$ cat src/rtl/dec_ctr_pkg.sv
package dec_ctr_pkg;
  typedef logic [3:0] bcd_t;
  localparam bcd_t BCD_MAX = 4'd9;
endpackage

$ cat src/rtl/dec_conv_timer.sv
module dec_conv_timer #(
  parameter int CONV_LEN  = 4000,
  parameter int LATCH_LEN = 100
) (
  input  logic clk_i,
  input  logic rst_ni,
  output logic win_o,   // latch window active
  output logic cap_o,   // last counting clock
  output logic wrap_o   // last clock of conversion
);
  localparam int CW = $clog2(CONV_LEN);
  localparam int WS = CONV_LEN - LATCH_LEN;

  logic [CW-1:0] conv_q;

  assign wrap_o = (conv_q == CW'(CONV_LEN - 1));
  assign win_o  = (conv_q >= CW'(WS));
  assign cap_o  = (conv_q == CW'(WS - 1));

  always_ff @(posedge clk_i or negedge rst_ni) begin
    if (!rst_ni)     conv_q <= '0;
    else if (wrap_o) conv_q <= '0;
    else             conv_q <= conv_q + 1'b1;
  end
endmodule

$ cat src/rtl/dec_bcd_stage.sv
module dec_bcd_stage
  import dec_ctr_pkg::*;
(
  input  bcd_t d_i,
  input  logic en_i,
  input  logic up_i,
  output bcd_t d_o,
  output logic cy_o
);
  logic edge_val;

  assign edge_val = up_i ? (d_i == BCD_MAX) : (d_i == '0);
  assign cy_o     = en_i & edge_val;

  always_comb begin
    d_o = d_i;
    if (en_i) begin
      if (up_i) d_o = edge_val ? bcd_t'(0) : d_i + 4'd1;
      else      d_o = edge_val ? BCD_MAX : d_i - 4'd1;
    end
  end
endmodule

$ cat src/rtl/dec_range_det.sv
module dec_range_det
  import dec_ctr_pkg::*;
#(
  parameter int NDIG = 6
) (
  input  bcd_t [NDIG-1:0] mag_i,
  output logic            over_o,
  output logic            under_o
);
  logic hi_nz;

  always_comb begin
    hi_nz = 1'b0;
    for (int i = 5; i < NDIG; i++) hi_nz |= (mag_i[i] != '0);
  end

  // > 19999 : any digit above ten-thousands, or ten-thousands >= 2
  assign over_o  = hi_nz | (mag_i[4] >= 4'd2);
  // < 1000  : thousands and above all zero
  assign under_o = ~hi_nz & (mag_i[4] == '0) & (mag_i[3] == '0);
endmodule

$ cat src/rtl/dec_result_ctr.sv
module dec_result_ctr
  import dec_ctr_pkg::*;
#(
  parameter int NDIG      = 6,
  parameter int CONV_LEN  = 4000,
  parameter int LATCH_LEN = 100
) (
  input  logic              clk_i,
  input  logic              rst_ni,
  input  logic              cmp_i,
  input  logic              up_i,
  input  logic              hold_i,
  input  logic              transp_i,
  output logic              latch_n_o,
  output logic [NDIG*4-1:0] disp_bcd_o,
  output logic              disp_neg_o,
  output logic              over_o,
  output logic              under_o
);
  logic win, cap, wrap;

  dec_conv_timer #(.CONV_LEN(CONV_LEN), .LATCH_LEN(LATCH_LEN)) i_timer (
    .clk_i (clk_i),
    .rst_ni(rst_ni),
    .win_o (win),
    .cap_o (cap),
    .wrap_o(wrap)
  );

  bcd_t [NDIG-1:0] cnt_q, cnt_step, cnt_nx, cnt_d;
  logic            sign_q, sign_nx, sign_d;
  logic [NDIG:0]   cy;
  logic            step, mag_zero, step_zero, mag_up;

  assign step     = cmp_i & ~win;
  assign mag_zero = (cnt_q == '0);
  // magnitude grows when moving away from zero
  assign mag_up   = (up_i & ~sign_q) | (~up_i & (sign_q | mag_zero));
  assign cy[0]    = step;

  for (genvar g = 0; g < NDIG; g++) begin : g_dig
    dec_bcd_stage i_stage (
      .d_i (cnt_q[g]),
      .en_i(cy[g]),
      .up_i(mag_up),
      .d_o (cnt_step[g]),
      .cy_o(cy[g+1])
    );
  end

  assign step_zero = (cnt_step == '0);
  // saturate at full scale rather than wrap
  assign cnt_nx    = cy[NDIG] ? cnt_q : cnt_step;

  always_comb begin
    sign_nx = sign_q;
    if (step) begin
      if (~up_i & ~sign_q & mag_zero)      sign_nx = 1'b1;
      else if (up_i & sign_q & step_zero)  sign_nx = 1'b0;
    end
  end

  assign cnt_d  = wrap ? '0 : cnt_nx;
  assign sign_d = wrap ? 1'b0 : sign_nx;

  always_ff @(posedge clk_i or negedge rst_ni) begin
    if (!rst_ni) begin
      cnt_q  <= '0;
      sign_q <= 1'b0;
    end else begin
      cnt_q  <= cnt_d;
      sign_q <= sign_d;
    end
  end

  logic ov_d, un_d;

  dec_range_det #(.NDIG(NDIG)) i_range (
    .mag_i  (cnt_d),
    .over_o (ov_d),
    .under_o(un_d)
  );

  bcd_t [NDIG-1:0] disp_q;
  logic            disp_neg_q, over_q, under_q;

  always_ff @(posedge clk_i or negedge rst_ni) begin
    if (!rst_ni) begin
      disp_q     <= '0;
      disp_neg_q <= 1'b0;
      over_q     <= 1'b0;
      under_q    <= 1'b0;
    end else if (!hold_i) begin
      if (cap || transp_i) begin
        disp_q     <= cnt_d;
        disp_neg_q <= sign_d;
      end
      if (cap) begin
        over_q  <= ov_d;
        under_q <= un_d;
      end
    end
  end

  assign latch_n_o  = ~win;
  assign disp_bcd_o = disp_q;
  assign disp_neg_o = disp_neg_q;
  assign over_o     = over_q;
  assign under_o    = under_q;
endmodule

$ cat config.mk
export PLATFORM = sky130hd
export DESIGN_NAME = dec_result_ctr
export DESIGN_NICKNAME = d
export VERILOG_FILES = /design/src/rtl/dec_ctr_pkg.sv /design/src/rtl/dec_conv_timer.sv /design/src/rtl/dec_bcd_stage.sv /design/src/rtl/dec_range_det.sv /design/src/rtl/dec_result_ctr.sv
export SDC_FILE = /design/constraint.sdc
export NUM_CORES = 1
export LEC_CHECK = 0
export ABC_AREA = 0
export CAP_MARGIN = 40
export CELL_PAD_IN_SITES_DETAIL_PLACEMENT = 1
export CELL_PAD_IN_SITES_GLOBAL_PLACEMENT = 2
export CORE_UTILIZATION = 34
export DETAILED_ROUTE_END_ITERATION = 10
export GPL_TIMING_DRIVEN = 0
export PLACE_DENSITY_LB_ADDON = 0.1
export SYNTH_ARGS = -nofsm -noshare
export SYNTH_HDL_FRONTEND = slang
export SYNTH_HIERARCHICAL = 1
export SYNTH_SLANG_ARGS = --single-unit
$ cat constraint.sdc
create_clock -name clk_i -period 4.5 [get_ports clk_i]
set_input_delay 0.9 -clock clk_i [delete_from_list [all_inputs] [get_ports clk_i]]
set_output_delay 0.9 -clock clk_i [all_outputs]
set_load 0.05 [all_outputs]
=== Yosys cells after proc, flatten, opt, wreduce, memory -nomap -nowiden ===
Index checks and enable logic that the tools add are counted.

* $lt $le $gt $ge: 2
* $add $sub $neg: 13
* Reduce and logical (&&, ||, !) cells: 14
* Divide/modulo/power cells: 0
* Eq/ne operators: 8
* Bitwise operators: 23
* Shift operators: 0
* Muxes and demuxes: 37
* $mul: 0

{| class="wikitable"
|+ Operators by type and width
! operator !! count
|-
| $mux 4 || 24
|-
| $logic_not 24->1 || 2
|-
| $mux 24 || 2
|-
| $logic_not 4->1 || 8
|-
| $add 4x1->4 const B || 6
|-
| $eq 12x12->1 const B || 2
|-
| $eq 4x4->1 const B || 6
|-
| $sub 4x1->4 const B || 6
|-
| $and 1x1->1 || 15
|-
| $add 12x1->12 const B || 1
|-
| $ge 12x12->1 const B || 1
|-
| $mux 12 || 1
|-
| $mux 1 || 10
|-
| $not 1->1 || 5
|-
| $ge 4x2->1 const B || 1
|-
| $reduce_and 2->1 || 2
|-
| $reduce_bool 4->1 || 1
|-
| $or 1x1->1 || 3
|-
| $logic_or 1x1->1 || 1
|}

* Bits in writable memories: 0
* Memories kept: 0
* Input port bits: 6
* Bits in registers: 64
* Bits in latches: 0
* Memory bits (read-only): 0
* Output and inout port bits: 28
* Word-level logic and storage cells: 114

=== Logic depth before layout (Yosys ltp) ===
* Depth in word-level cells: 17
* Gate-level depth with buffers: 24
* Gate-level depth less buffers: 22

=== By module ===
Netlist, hierarchy kept.

{| class="wikitable"
|+ Modules (own cells, without submodules)
! module !! times used !! cells each !! area each (um^2) !! sequential area each (um^2)
|-
| dec_result_ctr || 1 || 166 || 2180.8 || 1301.2
|-
| dec_bcd_stage || 6 || 38 || 262.8 || 0.0
|-
| dec_conv_timer || 1 || 64 || 648.1 || 300.3
|-
| dec_range_det || 1 || 5 || 37.5 || 0.0
|}

=== Worst setup path after synthesis ===
OpenSTA, ideal clock, no wires.

* Kind: register -> register
* Start point: register cnt_q[4] (netlist name)
* End point: register over_q, in the netlist over_o
* Setup time: 0.125 ns
* Setup slack: -0.331 ns
* Data required time: 4.375 ns
* Data arrival time: 4.706 ns
* Clock period less this slack: 4.831 ns
* Buffers on the path: 3
* Stages on the path, launching flop included: 25
* Cells stage by stage: dfrtp_1 -> nor4_2 -> nand4_1 -> o21a_1 -> a21oi_1 -> buf_6 -> mux2_2 -> nor2_2 -> inv_2 -> nor2_2 -> inv_2 -> nor2_2 -> inv_2 -> nor2_2 -> inv_2 -> nor2_2 -> inv_2 -> nor2_2 -> buf_2 -> buf_4 -> mux2i_1 -> nor2_1 -> nor4_2 -> nand2_1 -> mux2_2

{| class="wikitable"
|+ RTL lines
! element !! line !! text
|-
| start, declared || dec_result_ctr.sv:30 || <nowiki>bcd_t [NDIG-1:0] cnt_q, cnt_step, cnt_nx, cnt_d;</nowiki>
|-
| start signal, assigned || dec_result_ctr.sv:71 || <nowiki>cnt_q <= cnt_d;</nowiki>
|-
| end signal, assigned || dec_result_ctr.sv:99 || <nowiki>over_q <= ov_d;</nowiki>
|-
| end, declared || dec_result_ctr.sv:85 || <nowiki>logic disp_neg_q, over_q, under_q;</nowiki>
|}

==> out/results.txt <==
The worst path in the final design needs a cycle of 4.39 ns, including I/O delays and setup. The die is 116 um wide. The average cell area after synthesis was 9.60 sq um.

The analysis attributes to cell leakage a power of 2.38 nW. Timing would allow up to 0.228 GHz. STA puts the critical path data arrival time at 4.61 ns. The detailed-route wire length per cell is 17.6 um, and the wire length of the first global-routing pass is 19.9 mm. In the routed design, unresolved DRC markers number 0.

The type of the worst setup path was reg2reg. Clock tree synthesis inserted a total of 9 buffers. In the final layout, the share of cells above drive strength 1 is 31.9%. The tools report the routed via count as 3775. The kind of cell with the highest combined delay on the critical path is simple AND/OR/NAND/NOR gates. The worst slew slack as a fraction of its limit is 45.5%. The number of primary I/O pins is 34, and the HPWL reported at the end of detailed placement is 8.65 mm.

TritonCTS built the clock tree. CTS placed an instance of clkbuf_16 at the clock tree root. The number of enable-type register cells in the synthesized netlist works out to 0. After detailed placement, the total cell area comes to 5010 sq um.

The finished layout holds 724 standard cells, fillers aside. Using the TritonRoute via totals, the vias-per-cell ratio works out to 5.21. The clock share of power is 27.0%, and the slew of the pin with the lowest slew margin is 0.818 ns. The worst setup path is launched from a flop.

Once layout is complete, the utilization of the core stands at 46.7%. The run finished with clean final reports. After synthesis, the share of flip-flops with an asynchronous set or reset is 100%. Counting every instance in the synthesized netlist gives 463.

The critical path goes through nor4_4 > nand4_1 > o21a_1 > a21oi_4 > buf_6 > mux2_4 > nor2_4 > inv_4 > nor2_4 > inv_4 > nor2_4 > inv_4 > nor2_4 > inv_4 > nor2_4 > buf_6 > nand2_2 > or3_4 > o2111ai_4 > mux2i_1 > nor2_2 > nor3_2 > and4b_1 > mux2_4. Counting flops and latches in the post-synthesis netlist gives 64. The logs give 35.1% for the initial standard-cell utilization of the core and 573 for the layout net count. In this run the cell area of the synthesized design comes to 4440 sq um.

The detail route stage leaves a number of antenna-violating nets equal to 0. The most numerous cell type found on the critical path is nor2_4. Global routing used 19.3% of the available tracks.

The switching power share of the total came out at 39.7%. The H-tree generated during clock tree synthesis spans 3 levels. The most used flip-flop cell after synthesis is dfrtp_1. The slowest stage of the critical path belongs to the cell dfrtp_2. From synthesis to final layout, the design area changed by 33.3%. The die covers 13500 sq um.

The count of inserted antenna diode cells is 0. Sequential cells account for 31.4% of the total power. The combinational power share is 41.6%, and the peak per-stage delay on the critical path is 0.46 ns. The kind of capture point of the worst setup path is a flop. For the area inside the core boundary, the log shows 12700 sq um. The number of global-route vias before repair was 3836; the die outline height was 116 um.

The worst hold path class was reg2reg. The critical path contains buffers and inverters numbering 6 combined. The number of design-rule violations left by the first detailed-router iteration was 229.

The required time of the worst setup path is 4.72 ns, and the design area is 5920 sq um. For the final database, setup skew stands at 0.00529 ns. Setup repair after global routing could not meet its margin everywhere.

For this run the aggregate overflow at the end of global routing stands at 0. At the later pin of the worst-skew pair, clock insertion delay measures 0.34 ns. In this run the deepest clock path goes through 2 buffers. VDD sags by at most 0.362 mV. In the finished design, the share of the clock period the worst path needs comes to 97.5%.

The logs give 64 for the CTS sink count and 44 for the number of distinct library cells after synthesis. The tools report the total negative slack as 0 ns. The tools report the synthesized netlist net count as 489. Setup violations remaining at the end of the flow were counted as 0.

Power spread over the standard cell area amounts to 443 nW/um^2. The portion of the post-synthesis area used by sequential elements is 36.0%, and the net switching power of the design is 1.04 mW. In this run the tool buffered the top-level ports with 33 buffer cells.

Of all nets on the critical path, the largest fanout is 4. Wires add up to 12.7 mm. The number of buffers inserted by hold repair at cts was 0; the total number of yosys warnings was 6.

For the number of failing hold endpoints at the final stage, the log shows 0. At the end of routability-driven placement, the weighted congestion stood at 0.788. The first detailed-routing pass ran for 4 iterations. Cell internal power was estimated by the tool at 1.58 mW. Final hold analysis gives a worst-case slack of 0.507 ns.

Entering global routing, the biggest net connects 65 pins. After clock tree synthesis, the clock-pin slew on the worst setup and hold paths is 0.06 ns. The count of pins over their slew limit was 0. The count of max-cap constraint violations is 0. The fill cell instance count of the final layout is 1443. The initial antenna violation count was 0. The logs give 41 for the placement row count and 668 for the number of placed instances with taps included.
[per-stage QoR]
step                      setup WS, ns  power, mW
final                            0.113       2.62
after global routing           -0.0917       2.78
after CTS                      0.00767       2.57
after detailed placement         -1.55       1.79
after global placement           -1.55       1.77
after floorplan                 0.0258       1.49
[layout make-up]
type                            count  area [sq um]  share of cell area, %
Tap cell                          172           215                   3.63
Inverter                           35           144                   2.43
Multi-Input combinational cell    340          2760                   46.6
Clock buffer                       10           239                   4.04
Buffer                             24           231                   3.91
Clock inverter                      6          67.6                   1.14
Timing Repair Buffer               73           644                   10.9
Sequential cell                    64          1620                   27.3
[routing by layer]
layer / GRT usage [%] / up-vias / wire (um)
met5: 0 / - / 0
met3: 3.53 / 13 / 272
met4: 7.01 / 0 / 206
li1: - / 1832 / -
met2: 30.3 / 28 / 6110
met1: 26.6 / 1902 / 6130
[state kept, by name, summed over array words and instances, names as in the netlist]
register and flops:
sign_q 1, disp_neg_o 1, cnt_q 24, under_o 1, over_o 1, disp_bcd_o 24, i_timer/conv_q 12
[cells in the final DEF, fill, tap and decap left out, types with 6 or more instances in the layout]
cell	synthesis	routed
dfrtp_1	64	50
nor2_1	54	46
buf_4	3	39
clkdlybuf4s50_1	0	31
mux2_2	32	30
inv_1	29	29
nand2_1	30	29
mux2i_1	31	27
ha_1	20	20
nand3_1	18	18
buf_6	14	17
dfrtp_2	0	14
a31oi_1	13	13
o2111ai_1	12	10
nor2_4	0	9
a21oi_1	10	9
clkbuf_16	0	9
o21ai_0	8	8
nor4_4	0	7
or3_1	8	7
o21bai_1	7	7
and3b_1	6	6
o31ai_1	6	6
nand3b_1	6	6
or3b_4	6	6
a21boi_0	6	6
a21o_1	6	6
o22ai_1	6	6
a311o_1	6	6
[synth_stat cells, drive strengths merged (7+ instances only)]
cell type | number | area, sq um
dfrtp | 64 | 1600
nor2 | 60 | 240
inv | 35 | 131
mux2 | 32 | 360
mux2i | 31 | 310
nand2 | 30 | 113
buf | 22 | 205
ha | 20 | 250
nand3 | 18 | 90.1
a31oi | 13 | 81.3
nor4 | 13 | 119
o2111ai | 12 | 105
a21oi | 10 | 50.1
o21ai | 8 | 40.0
or3 | 8 | 50.1
o21bai | 7 | 52.6
[worst paths after layout]
path                                   startpoint                 to  slack, ns  cells after the start
worst max-delay path                    cnt_q[19]            under_o       0.11                     24
worst min register to register  i_timer/conv_q[0]  i_timer/conv_q[0]       0.51                      1
worst min-delay path            i_timer/conv_q[0]  i_timer/conv_q[0]       0.51                      1
min in group asynchronous                  rst_ni     disp_bcd_o[12]       0.65                      1
max in group asynchronous                  rst_ni           cnt_q[5]       3.25                      1
worst max register to register          cnt_q[19]            under_o       0.11                     24
[what timing repair did]
action / in CTS / in global routing
resized for setup: 26 / 48
endpoints found under the setup margin: 52 / 4
pin swaps: 9 / 17
buffers inserted: 12 / 29
endpoints found under the hold margin: 0 / 0
[power by group through the flow]
| stage | Combinational, mW | Clock, mW | Sequential, mW |
|---|---|---|---|
| finish | 1.09 | 0.709 | 0.823 |
| global route | 1.19 | 0.752 | 0.842 |
| CTS | 1.03 | 0.728 | 0.817 |
| detailed placement | 0.937 | 0 | 0.849 |
| global placement | 0.921 | 0 | 0.850 |
| floorplan | 0.485 | 0 | 1.00 |
[cells by family after synthesis]
kind of cell / synth area share (%)
AOI/OAI and AO/OA: 13.2
muxes: 15.1
xor gates and xnor gates: 1.58
buffers and inverters: 7.74
and+or+nand+nor: 20.7
adders and majority gates: 5.63
DFF: 36.0
Power figures use the tool's default switching activity.
